--- config.mk ---
export PLATFORM = sky130hd
export DESIGN_NAME = serial_nibble_master
export DESIGN_NICKNAME = d
export VERILOG_FILES = /design/src/rtl/snm_pkg.sv /design/src/rtl/snm_ctrl.sv /design/src/rtl/snm_datapath.sv /design/src/rtl/serial_nibble_master.sv
export SDC_FILE = /design/constraint.sdc
export NUM_CORES = 1
export LEC_CHECK = 0
export ABC_AREA = 0
export BUFFER_PORTS_ARGS = -buffer_cell sky130_fd_sc_hd__buf_4
export CORE_MARGIN = 10
export CORE_UTILIZATION = 57
export CTS_CLUSTER_SIZE = 12
export DETAILED_ROUTE_END_ITERATION = 7
export PLACE_DENSITY = 0.89
export SYNTH_ARGS = -nofsm -noshare
export SYNTH_HDL_FRONTEND = slang
export SYNTH_SLANG_ARGS = --single-unit
--- constraint.sdc ---
create_clock -name clk -period 1.7 [get_ports clk]
set_input_delay 0.17 -clock clk [delete_from_list [all_inputs] [get_ports clk]]
set_output_delay 0.17 -clock clk [all_outputs]
set_load 0.03 [all_outputs]
--- src/rtl/snm_pkg.sv ---
package snm_pkg;
  localparam int NIBBLE     = 4;
  localparam int FRAME_BITS = 4 * NIBBLE;
  localparam int DATA_FIRST = 3 * NIBBLE;

  // control nibbles, first bit sent is the MSB
  localparam logic [NIBBLE-1:0] CTL_READ     = 4'b1110;
  localparam logic [NIBBLE-1:0] CTL_WR_ADDR  = 4'b1010;
  localparam logic [NIBBLE-1:0] CTL_WR_DATA  = 4'b1001;

  typedef enum logic [1:0] {PH_IDLE, PH_SETUP, PH_LOW} phase_e;

  typedef struct packed {
    logic load;     // capture a new frame
    logic advance;  // move to the next frame bit
    logic sample;   // take one input bit
    logic commit;   // publish captured nibble
  } snm_strobe_t;
endpackage

--- src/rtl/snm_ctrl.sv ---
module snm_ctrl
  import snm_pkg::*;
#(
  parameter int HALF_CYC = 8
) (
  input  logic        clk,
  input  logic        rstN,
  input  logic        startReq,
  input  logic        rdNotWr,
  output snm_strobe_t strb,
  output logic        busy,
  output logic        done,
  output logic        sclk
);
  localparam int CNT_W = (HALF_CYC > 1) ? $clog2(HALF_CYC) : 1;
  localparam int BIT_W = $clog2(FRAME_BITS);
  localparam logic [CNT_W-1:0] HALF_LAST = CNT_W'(HALF_CYC - 1);
  localparam logic [BIT_W-1:0] BIT_LAST  = BIT_W'(FRAME_BITS - 1);
  localparam logic [BIT_W-1:0] BIT_DATA  = BIT_W'(DATA_FIRST);

  phase_e           phase;
  logic [CNT_W-1:0] halfCnt;
  logic [BIT_W-1:0] bitCnt;
  logic             isRead;
  logic             halfEnd;
  logic             lastBit;

  assign halfEnd = (halfCnt == HALF_LAST);
  assign lastBit = (bitCnt == BIT_LAST);

  always_ff @(posedge clk) begin
    if (!rstN) begin
      phase   <= PH_IDLE;
      halfCnt <= '0;
      bitCnt  <= '0;
      isRead  <= 1'b0;
      done    <= 1'b0;
    end else begin
      done <= 1'b0;
      unique case (phase)
        PH_IDLE: begin
          if (startReq) begin
            phase   <= PH_SETUP;
            halfCnt <= '0;
            bitCnt  <= '0;
            isRead  <= rdNotWr;
          end
        end
        PH_SETUP: begin
          if (halfEnd) begin
            halfCnt <= '0;
            phase   <= PH_LOW;
          end else begin
            halfCnt <= halfCnt + 1'b1;
          end
        end
        PH_LOW: begin
          if (halfEnd) begin
            halfCnt <= '0;
            if (lastBit) begin
              phase <= PH_IDLE;
              done  <= 1'b1;
            end else begin
              bitCnt <= bitCnt + 1'b1;
              phase  <= PH_SETUP;
            end
          end else begin
            halfCnt <= halfCnt + 1'b1;
          end
        end
        default: phase <= PH_IDLE;
      endcase
    end
  end

  always_comb begin
    strb.load    = (phase == PH_IDLE) && startReq;
    strb.advance = (phase == PH_LOW) && halfEnd;
    strb.sample  = (phase == PH_SETUP) && halfEnd && isRead && (bitCnt >= BIT_DATA);
    strb.commit  = (phase == PH_LOW) && halfEnd && lastBit && isRead;
  end

  assign busy = (phase != PH_IDLE);
  assign sclk = (phase != PH_LOW);

  // completion pulse lasts a single cycle
  a_r9_done_pulse: assert property (@(posedge clk) disable iff (!rstN)
    done |=> !done);
  // busy only drops together with done
  a_r9_busy_fall_done: assert property (@(posedge clk) disable iff (!rstN)
    $fell(busy) |-> done);
  // a sample is always followed by the clock falling
  a_r7_sample_then_fall: assert property (@(posedge clk) disable iff (!rstN)
    strb.sample |=> !sclk);
endmodule

--- src/rtl/snm_datapath.sv ---
module snm_datapath
  import snm_pkg::*;
(
  input  logic              clk,
  input  logic              rstN,
  input  snm_strobe_t       strb,
  input  logic              rdNotWr,
  input  logic [NIBBLE-1:0] regAddr,
  input  logic [NIBBLE-1:0] wrData,
  input  logic              sdIn,
  output logic              sdOut,
  output logic              sdOe,
  output logic [NIBBLE-1:0] rdData
);
  logic [FRAME_BITS-1:0] frame;
  logic [FRAME_BITS-1:0] oeMask;
  logic [NIBBLE-1:0]     capt;
  logic [FRAME_BITS-1:0] newFrame;
  logic [FRAME_BITS-1:0] newMask;

  always_comb begin
    if (rdNotWr) begin
      newFrame = {CTL_READ, regAddr, {(2*NIBBLE){1'b0}}};
      newMask  = {{(2*NIBBLE){1'b1}}, {(2*NIBBLE){1'b0}}};
    end else begin
      newFrame = {CTL_WR_ADDR, regAddr, CTL_WR_DATA, wrData};
      newMask  = {FRAME_BITS{1'b1}};
    end
  end

  always_ff @(posedge clk) begin
    if (!rstN) begin
      frame  <= '0;
      oeMask <= '0;
    end else if (strb.load) begin
      frame  <= newFrame;
      oeMask <= newMask;
    end else if (strb.advance) begin
      frame  <= {frame[FRAME_BITS-2:0], 1'b0};
      oeMask <= {oeMask[FRAME_BITS-2:0], 1'b0};
    end
  end

  always_ff @(posedge clk) begin
    if (!rstN) begin
      capt   <= '0;
      rdData <= '0;
    end else begin
      if (strb.sample) capt <= {capt[NIBBLE-2:0], sdIn};
      if (strb.commit) rdData <= capt;
    end
  end

  assign sdOe  = oeMask[FRAME_BITS-1];
  assign sdOut = frame[FRAME_BITS-1] & oeMask[FRAME_BITS-1];

  // once released, the line stays released until a new frame loads
  a_r4_stay_released: assert property (@(posedge clk) disable iff (!rstN)
    (!sdOe && !strb.load) |=> !sdOe);
endmodule

--- src/rtl/serial_nibble_master.sv ---
module serial_nibble_master
  import snm_pkg::*;
#(
  parameter int HALF_CYC = 8
) (
  input  logic       clk,
  input  logic       rstN,
  input  logic       startReq,
  input  logic       rdNotWr,
  input  logic [3:0] regAddr,
  input  logic [3:0] wrData,
  output logic       busy,
  output logic       done,
  output logic [3:0] rdData,
  input  logic       ceIn,
  output logic       ceOut,
  output logic       sclk,
  output logic       sdOut,
  output logic       sdOe,
  input  logic       sdIn
);
  snm_strobe_t strb;

  snm_ctrl #(.HALF_CYC(HALF_CYC)) u_ctrl (
    .clk(clk), .rstN(rstN), .startReq(startReq), .rdNotWr(rdNotWr),
    .strb(strb), .busy(busy), .done(done), .sclk(sclk)
  );

  snm_datapath u_dp (
    .clk(clk), .rstN(rstN), .strb(strb), .rdNotWr(rdNotWr),
    .regAddr(regAddr), .wrData(wrData), .sdIn(sdIn),
    .sdOut(sdOut), .sdOe(sdOe), .rdData(rdData)
  );

  always_ff @(posedge clk) begin
    if (!rstN) ceOut <= 1'b0;
    else       ceOut <= ceIn;
  end

  // line is never driven while idle
  a_r12_oe_idle: assert property (@(posedge clk) disable iff (!rstN)
    !busy |-> !sdOe);
  // read data only moves on completion
  a_r10_rd_hold: assert property (@(posedge clk) disable iff (!rstN)
    !$stable(rdData) |-> done);
endmodule

* Word-level counts from Yosys, hierarchy flattened
Index checks and enable logic that the tools add are counted.
** Storage, ports and cells
- Bits in registers :: 52
- Latch bits :: 0
- Memory bits (writable) :: 0
- Bits in read-only memories :: 0
- Input bits :: 14
- Output and inout port bits :: 10
- Word-level logic and storage cells :: 60
- Memories kept :: 0
** Operators by class
- $add $sub $neg :: 2
- Multiply operators :: 0
- Divide/modulo/power cells :: 0
- Order comparisons :: 1
- Eq/ne operators :: 9
- Shift operators :: 0
- Muxes and demuxes :: 19
- Bitwise gates (word level) :: 1
- Reduce and logical (&&, ||, !) cells :: 18
** Operator list (count)
- 16-bit two-way mux :: 4
- 15-bit two-way mux :: 1
- 4-bit two-way mux :: 3
- 8-bit two-way mux :: 1
- 4-bit case mux with 2 select lines :: 1
- 2-bit nonzero test :: 4
- 1-bit logical AND :: 7
- 2-bit two-way mux :: 3
- 3-bit two-way mux :: 2
- 2-bit != test, second input constant :: 3
- 2-bit case mux with 3 select lines :: 1
- 3-bit case mux with 2 select lines :: 1
- 3-bit AND reduction :: 2
- 4-bit by 1-bit adder with 4-bit output, second input constant :: 1
- 4-bit == test, second input constant :: 1
- 4-bit greater-or-equal comparator, second input constant :: 1
- 2-bit by 1-bit != test with 1-bit output, second input constant :: 2
- 2-bit AND reduction :: 2
- 4-bit AND reduction :: 1
- 3-bit by 1-bit adder with 3-bit output, second input constant :: 1
- 3-bit == test, second input constant :: 1
- 2-bit by 1-bit == test with 1-bit output, second input constant :: 1
- 2-bit == test, second input constant :: 1
- 2-bit zero test :: 1
- other kinds (3) :: 4

* Depth between registers and ports, before layout
Gate-level depths: netlist of the first run.
- Word-level depth :: 4
- Mapped depth :: 7
- Mapped depth without buffers :: 6

* Hierarchy
A second synthesis of the first run with hierarchy kept.
** Second synthesis, totals
- Cell total of the unflattened synthesis :: 236
- Area, all modules :: 2366.0 sq um
** By module, submodules not included
- snm_datapath :: times used 1, cells each 152, area an instance 1626.6 sq um, seq. area each 800.8 sq um
- snm_ctrl :: times used 1, cells each 82, area an instance 713.2 sq um, seq. area each 220.2 sq um
- serial_nibble_master :: times used 1, cells each 2, area an instance 26.3 sq um, seq. area each 20.0 sq um

* Worst setup path before layout of the first run
Ideal clock, no wire load.
- Kind :: register to register
- Start point :: reg u_ctrl.phase[0]
- End point :: reg u_ctrl.bitCnt[2]
- Library setup time :: 0.125 ns
- Arrival time :: 1.434 ns
- Required time :: 1.575 ns
- Path slack :: 0.141 ns
- Stages on the path, launching flop included :: 8
- Buffers on the path :: 1
- Period minus slack after synthesis :: 1.559 ns
- Cell sequence :: dfxtp_1 > inv_1 > ha_1 > buf_6 > and2b_1 > a221o_1 > a21oi_2 > o22ai_1
** Between the ends
- Longest elaborated chain between the ends :: 3
- Elaborated cells on any way between the ends :: 8
- Those cells by class :: eq/ne (4); mux (1); reduce/logical (3)
** Ends and longest elaborated chain
- start, declared :: line snm_ctrl.sv:21 : phase_e phase;
- start signal, assigned :: line snm_ctrl.sv:33 : phase <= PH_IDLE;
- start signal, assigned :: line snm_ctrl.sv:43 : phase <= PH_SETUP;
- start signal, assigned :: line snm_ctrl.sv:52 : phase <= PH_LOW;
- 2-bit == test or 2-bit zero test (tied branches) :: line snm_ctrl.sv:40 : unique case (phase)
- 2-bit by 1-bit != test with 1-bit output (no source line), or another cell as far along
- 4-bit AND reduction (no source line)
- end signal, assigned :: line snm_ctrl.sv:64 : bitCnt <= bitCnt + 1'b1;
- end, declared :: line snm_ctrl.sv:23 : logic [BIT_W-1:0] bitCnt;
Parallel ways exist; a longest one is shown, timed or not.
A chain may end at the register's enable or synchronous reset.

* Worst setup path after layout of the first run
- Start point :: reg u_ctrl.halfCnt[0]
- End point :: reg u_dp.capt[2]
** Between the ends
- Longest elaborated chain between the ends :: 4
** Ends and longest elaborated chain
- start, declared :: line snm_ctrl.sv:22 : logic [CNT_W-1:0] halfCnt;
- start signal, assigned :: line snm_ctrl.sv:54 : halfCnt <= halfCnt + 1'b1;
- start signal, assigned :: line snm_ctrl.sv:68 : halfCnt <= halfCnt + 1'b1;
- 3-bit == test :: line snm_ctrl.sv:28 : assign halfEnd = (halfCnt == HALF_LAST);
- 1-bit logical AND (3 in a row) :: line snm_ctrl.sv:79 : strb.sample = (phase == PH_SETUP) && halfEnd && isRead && (bitCnt >= BIT_DATA);
- end signal, assigned :: line snm_datapath.sv:49 : if (strb.sample) capt <= {capt[NIBBLE-2:0], sdIn};
- end, declared :: line snm_datapath.sv:17 : logic [NIBBLE-1:0] capt;
Every way passes these cells.

==> results of run 1 <==
[metrics by stage]
step | worst slack (ns) | instances | util (%) | power, mW
6_report | 0.0944 | 332 | 69.1 | 2.68
3_3_place_gp | 0.121 | 324 | 65.9 | 1.83
2_1_floorplan | 0.141 | 262 | - | 1.71
4_1_cts | 0.0451 | 332 | 68.9 | 2.68
5_1_grt | 0.0166 | 332 | 69.1 | 2.82
3_5_place_dp | 0.0577 | 324 | 65.9 | 1.84
[critical path, stage by stage (launching register included)]
cell and delay, ns:
dfxtp_1 0.33, ha_1 0.22, ha_1 0.22, and3_1 0.19, nand3_1 0.23, mux2i_1 0.27
nor2_1 0.06
[registers in the layout (all words and copies together) (netlist names), 2 cells and up]
signal          cells
u_dp.frame         16
u_dp.oeMask        16
u_dp.rdData         4
u_dp.capt           4
u_ctrl.phase        2
u_ctrl.halfCnt      3
u_ctrl.bitCnt       4
[metal layers]
| layer | global-route usage (%) | vias up | share of wire, % |
|---|---|---|---|
| met5 | 0 | - | 0 |
| met4 | 5.95 | 0 | 1.7 |
| li1 | - | 943 | - |
| met2 | 24.4 | 45 | 49 |
| met1 | 17.1 | 892 | 43 |
| met3 | 4.69 | 11 | 6.0 |
[logic make-up after synthesis]
logic type	count (synthesis)
buffers and inverters	24
AND/OR/NAND/NOR	112
AO/OA/AOI/OAI	57
flip-flops	52
multiplexers	8
adder cells (fa/ha/maj)	9
[final timing paths]
kind                    endpoint  slack [ns]
setup reg to reg    u_dp.capt[2]        0.09
hold / removal             ceOut        0.06
setup / recovery    u_dp.capt[2]        0.09
hold reg to reg   u_dp.frame[12]        0.47
[layout make-up]
type / instances / area, um2
Clock buffer: 6 / 72.6
Fill cell: 288 / 1140
Timing Repair Buffer: 30 / 263
Clock inverter: 2 / 38.8
Sequential cell: 52 / 1040
Multi-Input combinational cell: 186 / 1040
Tap cell: 48 / 60.1
Inverter: 8 / 30.0
[cells in the final DEF, fill, tap and decap left out, drive strengths merged, types with 2 or more instances in the layout]
cell type   n
o21ai       7
dfxtp      52
o22ai       2
nor2       18
a311oi      8
nor3b       2
nor2b       2
ha          9
inv         9
and2        3
mux2i       8
clkbuf      6
nand3      11
a21oi      15
buf        30
and3        3
nand2      69
a31oi      21
[synthesized netlist by cell type]
master,number,area (um2)
dfxtp_1,52,1040
inv_1,7,26.3
o32ai_1,1,8.76
buf_6,1,11.3
nand2_1,69,259
or3_1,1,6.26
nor2b_1,2,12.5
nor2_1,18,67.6
and2_1,3,18.8
nor3b_1,2,15.0
ha_1,9,113
and2b_1,1,7.51
and3_1,1,6.26
or4_1,1,7.51
o22ai_1,2,12.5
inv_2,1,3.75
a21oi_1,14,70.1
buf_2,8,40.0
a31o_2,1,8.76
nand2b_1,1,6.26
and3_4,1,11.3
clkbuf_1,4,15.0
buf_1,2,7.51
and3_2,1,7.51
buf_4,1,7.51
nand3_1,11,55.1
o41ai_1,1,8.76
a311oi_1,8,70.1
mux2i_1,8,80.1
o21ai_1,2,10.0
a31oi_1,21,131
a21oi_2,1,8.76
o21ai_0,5,25.0
a221o_1,1,10.0
[power groups by stage]
stage,registers [mW],clock network [mW],logic [mW]
2_1_floorplan,1.42,0,0.295
3_3_place_gp,1.42,0,0.409
3_5_place_dp,1.42,0,0.419
4_1_cts,1.40,0.863,0.424
5_1_grt,1.41,0.926,0.480
6_report,1.40,0.858,0.427
[repair_timing]
item	CTS	global route
setup endpoints to repair	0	10
gates resized for setup	0	4
buffers inserted	0	0
==> run summary, run 1 <==
CTS clk-pin slew, worst paths -> 0.10 ns
Min Tclk post-route -> 1.61 ns
Slew Limit Fails -> 0
Core Footprint -> 3690 um2
Setup_tns -> 0 ns
Worst-path fanout max -> 4
Syn nets -> 285
Peak supply drop -> 0.000532 V
Root buffer cell -> clkbuf_8
Vias -> 1891
Crit end category -> register
Main combinational cell family by area after synthesis -> simple AND/OR/NAND/NOR gates
Mux contribution to synthesized area -> 3.66%
Via density -> 5.70
Combinational share of power -> 15.9%
Setup violators final -> 0
Status -> complete, no violations
Yosys warning count -> 0
Post-synthesis simple-gate area fraction -> 21.9%
Die Height -> 82.0 um
Nets -> 306
Post-DP HPWL -> 3.18 mm
Gpl congestion -> 0.834
Sequential area share after synthesis -> 47.5%
Drt wl/cell -> 14.2 um
DRC viols -> 0
Hold path cells -> 2
Seq cells post-synth -> 52
Leakage -> 1.02 nW
Share of layout cells above drive strength 1 -> 16.2%
P&R area growth vs syn -> 16.5%
Hold WS -> 0.0597 ns
Final period utilization -> 94.4%
Final instance area -> 2550 um2
Row cnt -> 22
Port bufs -> 23
DR iter-0 viols -> 128
Remaining antenna violation count after routing -> 0
DP Area -> 2430 um2
Mapped Cells -> 262
Setup Crit Path Kind -> reg2reg
Initial antenna violation count -> 0
Worst skew pair latency -> 0.31 ns
Critical Path Start -> u_ctrl.halfCnt[0]
Compound-gate portion of the synthesized area -> 16.6%
Startpoint types -> register
Adder-cell area share of the yosys netlist -> 5.14%
Worst slew pin tran -> 0.384 ns
# hold bufs at CTS -> 0
Pin count of the biggest net entering global routing -> 41
Fin. Hold Viols -> 0
Clock Skews -> 0.00945 ns
CP arrival -> 1.81 ns
Unique masters post-synth -> 34
Xor and xnor fraction of the mapped netlist area -> 0%
Chip width -> 82.0 um
Hold path startpoint -> ceIn
H-tree Lvls -> 2
Max-cap violations -> 0
All-Layer GR Usage -> 14.7%
Area of the mapped netlist -> 2190 um2
RSZ-0062 raised after global routing -> false
Clk sink count -> 52
Vias in the first global route -> 1792
Worst R2R Path Depth -> 6
PwrDens -> 1050 nW/um2
Synthesized area per cell -> 8.36 um2
Net Sw Frac -> 27.1%
IO Count -> 24
Flop pwr share -> 52.1%
Global route overflow -> 0
CTS tree -> built
Hold Crit Class -> in2reg
N_diodes -> 0
Clock Path Buffers -> 2
CTS Buf Count -> 5
First-pass GRT wire length -> 7.96 mm
Worst r2r src -> u_ctrl.halfCnt[0]
Rel. slew slack -> 74.4%
Sw Pwr -> 0.728 mW
Total Routed Length -> 4.73 mm
Peak Freq -> 623 MHz
Critical Path RT -> 1.91 ns
Router iterations before antenna repair -> 5
Die area -> 6720 um2
Initial Util -> 59.4%
Clock power frac -> 32.0%
Pint -> 1.96 mW
Note: power is estimated with default switching activity, not from simulation.
==> inputs of run 2 (changes only) <==
--- a/config.mk
+++ b/config.mk
@@ -8,10 +8,10 @@
 export ABC_AREA = 0
 export BUFFER_PORTS_ARGS = -buffer_cell sky130_fd_sc_hd__buf_4
 export CORE_MARGIN = 10
-export CORE_UTILIZATION = 57
+export CORE_UTILIZATION = 33
 export CTS_CLUSTER_SIZE = 12
 export DETAILED_ROUTE_END_ITERATION = 7
-export PLACE_DENSITY = 0.89
+export PLACE_DENSITY_LB_ADDON = 0.25
 export SYNTH_ARGS = -nofsm -noshare
 export SYNTH_HDL_FRONTEND = slang
 export SYNTH_SLANG_ARGS = --single-unit
==> run summary, run 2 (synthesized netlist as in run 1, its figures left out) <==
Share of layout cells above drive strength 1 -> 15.5% (was 16.2%)
Dpl cells -> 353 (was 324)
Total power -> 2.56 mW (was 2.68 mW)
Hold Crit Class -> in2reg (unchanged)
Crit end category -> register (unchanged)
Crit-path cells -> inv_1, ha_1, nand2b_1, a221o_2, a21oi_2, o22ai_1 (was ha_1, ha_1, and3_1, nand3_1, mux2i_1, nor2_1)
RSZ-0062 raised after global routing -> false (unchanged)
CTS clk-pin slew, worst paths -> 0.10 ns (about the same)
PwrDens -> 997 nW/um2 (was 1050 nW/um2)
Startpoint types -> register (unchanged)
Delay-heaviest family, CP -> compound AO/OA/AOI/OAI gates (was simple AND/OR/NAND/NOR gates)
Post-CTS Resized -> 0 (unchanged)
IO Count -> 24 (unchanged)
Worst-path fanout max -> 6 (was 4)
Final instance area -> 2570 um2 (was 2550 um2)
N_diodes -> 0 (unchanged)
Worst R2R Path Depth -> 6 (unchanged)
Leakage -> 1.01 nW (was 1.02 nW)
Global route overflow -> 0 (unchanged)
Clock Skews -> 0.00798 ns (was 0.00945 ns)
Critical Path RT -> 1.90 ns (was 1.91 ns)
Row cnt -> 29 (was 22)
Peak Freq -> 637 MHz (was 623 MHz)
Post-place setup slack -> 0.0326 ns (was 0.0577 ns)
Nets -> 306 (unchanged)
Pin count of the biggest net entering global routing -> 41 (unchanged)
DP Area -> 2470 um2 (was 2430 um2)
Setup_tns -> 0 ns (unchanged)
Chip width -> 101 um (was 82.0 um)
CP bufs+invs -> 1 (was 0)
# hold bufs at CTS -> 0 (unchanged)
Die area -> 10300 um2 (was 6720 um2)
Core Footprint -> 6390 um2 (was 3690 um2)
Peak supply drop -> 0.000411 V (was 0.000532 V)
Rel. slew slack -> 71.8% (was 74.4%)
All-Layer GR Usage -> 9.39% (was 14.7%)
Area occupied by multi-input gates -> 1040 um2 (unchanged)
DRC viols -> 0 (unchanged)
Initial antenna violation count -> 0 (unchanged)
Sequential cell area -> 1040 um2 (about the same)
Post-CTS setup buffer count -> 0 (unchanged)
Most frequent cells in the layout -> nand2_1 (69), dfxtp_1 (51), buf_4 (27) (was nand2_1 (69), dfxtp_1 (50), buf_4 (27))
Final Worst Setup Slack -> 0.129 ns (was 0.0944 ns)
DR iter-0 viols -> 116 (was 128)
Slowest cell on the critical path -> a221o_2 (was dfxtp_1)
Hold WS -> 0.0648 ns (was 0.0597 ns)
Die Height -> 101 um (was 82.0 um)
Most common cell after layout, fill and taps aside -> nand2_1 (unchanged)
Clock Path Buffers -> 2 (unchanged)
Total Routed Length -> 4.73 mm (about the same)
Port bufs -> 23 (unchanged)
First-pass GRT wire length -> 8.19 mm (was 7.96 mm)
Remaining antenna violation count after routing -> 0 (unchanged)
Fin util -> 40.2% (was 69.1%)
Via density -> 5.05 (was 5.70)
Fin cells -> 361 (was 332)
P&R area growth vs syn -> 17.3% (was 16.5%)
Router iterations before antenna repair -> 4 (was 5)
Slowest stage delay, CP -> 0.42 ns (was 0.33 ns)
Slew Limit Fails -> 0 (unchanged)
Final period utilization -> 92.4% (was 94.4%)
Gpl congestion -> 0.774 (was 0.834)
Post-DP HPWL -> 3.14 mm (was 3.18 mm)
Setup Crit Path Kind -> reg2reg (unchanged)
Status -> complete, no violations (unchanged)
Hold path cells -> 2 (unchanged)
Min Tclk post-route -> 1.57 ns (was 1.61 ns)
Max-cap violations -> 0 (unchanged)
CTS Buf Count -> 5 (unchanged)
Initial Util -> 34.3% (was 59.4%)
CP arrival -> 1.77 ns (was 1.81 ns)
CTS tree -> built (unchanged)
Drt wl/cell -> 13.1 um (was 14.2 um)
Worst skew pair latency -> 0.30 ns (was 0.31 ns)
Vias -> 1823 (was 1891)
Worst slew pin tran -> 0.422 ns (was 0.384 ns)
Top flop regs -> u_dp.frame x16, u_dp.oeMask x16 (unchanged)
Clk sink count -> 52 (unchanged)
H-tree Lvls -> 2 (unchanged)
Worst path depth -> 6 (unchanged)
Root buffer cell -> clkbuf_8 (unchanged)
Vias in the first global route -> 1725 (was 1792)
# fillers -> 642 (was 288)
Setup violators final -> 0 (unchanged)
Fin. Hold Viols -> 0 (unchanged)
==> run 2: layer usage <==
| metal | share of wire (%) | vias to the layer above | global-route usage, % |
|---|---|---|---|
| li1 | - | 948 | - |
| met1 | 50 | 838 | 12.3 |
| met2 | 45 | 35 | 14.4 |
| met3 | 5.5 | 2 | 3.06 |
| met4 | 0.23 | 0 | 2.57 |
| met5 | 0 | - | 0 |
==> run 2: final timing paths <==
kind / start / endpoint / slack, ns
min: ceIn / ceOut / 0.06
max reg2reg: u_ctrl.phase[1] / u_ctrl.bitCnt[2] / 0.13
min reg2reg: u_dp.frame[4] / u_dp.frame[5] / 0.46
max: u_ctrl.phase[1] / u_ctrl.bitCnt[2] / 0.13
==> run 2: power breakdown <==
part	leakage (nW)	switching, mW	internal (mW)
clock	0.0445	0.396	0.331
sequential	0.427	0.0561	1.33
combinational	0.539	0.260	0.183
total	1.01	0.713	1.85
==> run 2: cell type report <==
cell class                      instances  area share [%]
Clock buffer                            7            3.36
Clock inverter                          1           0.292
Inverter                                8            1.17
Multi-Input combinational cell        186            40.6
Sequential cell                        52            40.6
Tap cell                               77            3.75
Timing Repair Buffer                   30            10.2
==> inputs of run 3 (changes only) <==
--- a/config.mk
+++ b/config.mk
@@ -9,6 +9,7 @@
 export BUFFER_PORTS_ARGS = -buffer_cell sky130_fd_sc_hd__buf_4
 export CORE_MARGIN = 10
 export CORE_UTILIZATION = 33
+export CTS_BUF_LIST = sky130_fd_sc_hd__clkbuf_8
 export CTS_CLUSTER_SIZE = 12
 export DETAILED_ROUTE_END_ITERATION = 7
 export PLACE_DENSITY_LB_ADDON = 0.25
==> run summary, run 3 (synthesized netlist as in run 1, its figures left out) <==
Nets -> 306 (unchanged)
Slowest stage delay, CP -> 0.42 ns (about the same)
Core Footprint -> 6390 um2 (unchanged)
Max-cap violations -> 0 (unchanged)
Port bufs -> 23 (unchanged)
Clock Path Buffers -> 2 (unchanged)
Setup violators final -> 0 (unchanged)
DR iter-0 viols -> 115 (was 116)
Router iterations before antenna repair -> 4 (unchanged)
Remaining antenna violation count after routing -> 0 (unchanged)
Setup_tns -> 0 ns (unchanged)
Hold Crit Class -> in2reg (unchanged)
All-Layer GR Usage -> 9.39% (unchanged)
Rel. slew slack -> 71.8% (about the same)
Sw Pwr -> 0.713 mW (about the same)
Leakage -> 1.02 nW (was 1.01 nW)
Slowest cell on the critical path -> a221o_2 (unchanged)
Final period utilization -> 92.4% (about the same)
Pin count of the biggest net entering global routing -> 41 (unchanged)
Setup Crit Path Kind -> reg2reg (unchanged)
Share of layout cells above drive strength 1 -> 15.5% (unchanged)
Initial Util -> 34.3% (unchanged)
Chip width -> 101 um (unchanged)
Vias in the first global route -> 1725 (unchanged)
RSZ-0062 raised after global routing -> false (unchanged)
PwrDens -> 995 nW/um2 (was 997 nW/um2)
Worst slew pin tran -> 0.422 ns (about the same)
Worst-path fanout max -> 6 (unchanged)
Crit end category -> register (unchanged)
Fin. Hold Viols -> 0 (unchanged)
Worst R2R Path Depth -> 6 (unchanged)
Startpoint types -> register (unchanged)
CTS tree -> built (unchanged)
Gpl congestion -> 0.774 (unchanged)
Pint -> 1.84 mW (was 1.85 mW)
Combinational share of power -> 17.3% (about the same)
Total Routed Length -> 4.73 mm (about the same)
Min Tclk post-route -> 1.57 ns (about the same)
Post-CTS setup buffer count -> 0 (unchanged)
Die Height -> 101 um (unchanged)
Peak supply drop -> 0.000411 V (about the same)
Global route overflow -> 0 (unchanged)
Crit-path cells -> inv_1, ha_1, nand2b_1, a221o_2, a21oi_2, o22ai_1 (unchanged)
Root buffer cell -> clkbuf_8 (unchanged)
Row cnt -> 29 (unchanged)
Net Sw Frac -> 27.9% (was 27.8%)
Critical Path RT -> 1.90 ns (about the same)
# hold bufs at CTS -> 0 (unchanged)
Hold path cells -> 2 (unchanged)
Clock power frac -> 28.3% (was 28.4%)
H-tree Lvls -> 2 (unchanged)
CTS Buf Count -> 5 (unchanged)
Initial antenna violation count -> 0 (unchanged)
Slew Limit Fails -> 0 (unchanged)
Drt wl/cell -> 13.1 um (about the same)
Peak Freq -> 637 MHz (about the same)
IO Count -> 24 (unchanged)
Most common cell after layout, fill and taps aside -> nand2_1 (unchanged)
N_diodes -> 0 (unchanged)
Post-CTS Resized -> 0 (unchanged)
First-pass GRT wire length -> 8.19 mm (unchanged)
Flop pwr share -> 54.4% (was 54.3%)
Most frequent cells in the layout -> nand2_1 (69), dfxtp_1 (51), buf_4 (27) (unchanged)
DRC viols -> 0 (unchanged)
Top flop regs -> u_dp.frame x16, u_dp.oeMask x16 (unchanged)
P&R area growth vs syn -> 17.3% (unchanged)
Clock Skews -> 0.00797 ns (was 0.00798 ns)
Via density -> 5.05 (about the same)
Clk sink count -> 52 (unchanged)
Fin util -> 40.2% (unchanged)
Post-DP HPWL -> 3.14 mm (unchanged)
Die area -> 10300 um2 (unchanged)
Worst skew pair latency -> 0.30 ns (about the same)
CTS clk-pin slew, worst paths -> 0.10 ns (about the same)
Status -> complete, no violations (unchanged)
CP arrival -> 1.77 ns (about the same)
Vias -> 1822 (was 1823)
run 3: changes by cell type in the layout (fill, tap and decap cells not counted), sizes merged:
| cell | change |
|---|---|
| clkbuf | -1 |
| inv | +1 |
run 3: worst paths after layout:
check                     end  slack (ns)       startpoint
max          u_ctrl.bitCnt[2]        0.13  u_ctrl.phase[1]
min                     ceOut        0.06             ceIn
max reg2reg  u_ctrl.bitCnt[2]        0.13  u_ctrl.phase[1]
min reg2reg     u_dp.frame[5]        0.46    u_dp.frame[4]
run 3: final cells by class:
| type | count | area [um2] |
|---|---|---|
| fillers | 642 | 3820 |
| flip-flops and latches | 52 | 1040 |
| multi-input cells | 186 | 1040 |
| repair buffers | 30 | 263 |
| well taps | 77 | 96.3 |
| clock buffers | 6 | 82.6 |
| inverters | 8 | 30.0 |
| clock inverters | 2 | 11.3 |
run 3: critical path, delay by kind of cell, from the launching register on:
kind                     cells  cell delay [ns]
adder cells (fa/ha/maj)      1             0.23
AO/OA/AOI/OAI                3             0.62
flip-flops                   1             0.37
buffers and inverters        1             0.07
AND/OR/NAND/NOR              1             0.18
run 3: power groups by stage:
stage	sequential, mW	clock, mW	combinational, mW
after floorplan	1.42	0	0.295
after global placement	1.42	0	0.439
after detailed placement	1.42	0	0.445
after CTS	1.39	0.761	0.447
after global routing	1.41	0.814	0.498
final	1.39	0.722	0.443
run 3: metal layers:
layer	part of all wire (%)	wire length [um]	GRT usage [%]	vias to the layer above
met2	45	2120	14.4	35
met4	0.23	11	2.57	0
met3	5.5	259	3.06	2
li1	-	-	-	948
met5	0	0	0	-
met1	50	2350	12.3	837
run 3: through the flow:
stage | total power [mW] | worst slack (ns) | hold WS (ns) | instances | instance area (um2)
after floorplan | 1.71 | 0.141 | 0.297 | 262 | 2190
after global placement | 1.86 | 0.107 | 0.385 | 353 | 2470
after detailed placement | 1.86 | 0.0326 | 0.384 | 353 | 2470
after CTS | 2.60 | 0.0314 | 0.0542 | 361 | 2560
after global routing | 2.72 | 0.00253 | 0.0514 | 361 | 2570
final | 2.55 | 0.129 | 0.0647 | 361 | 2570
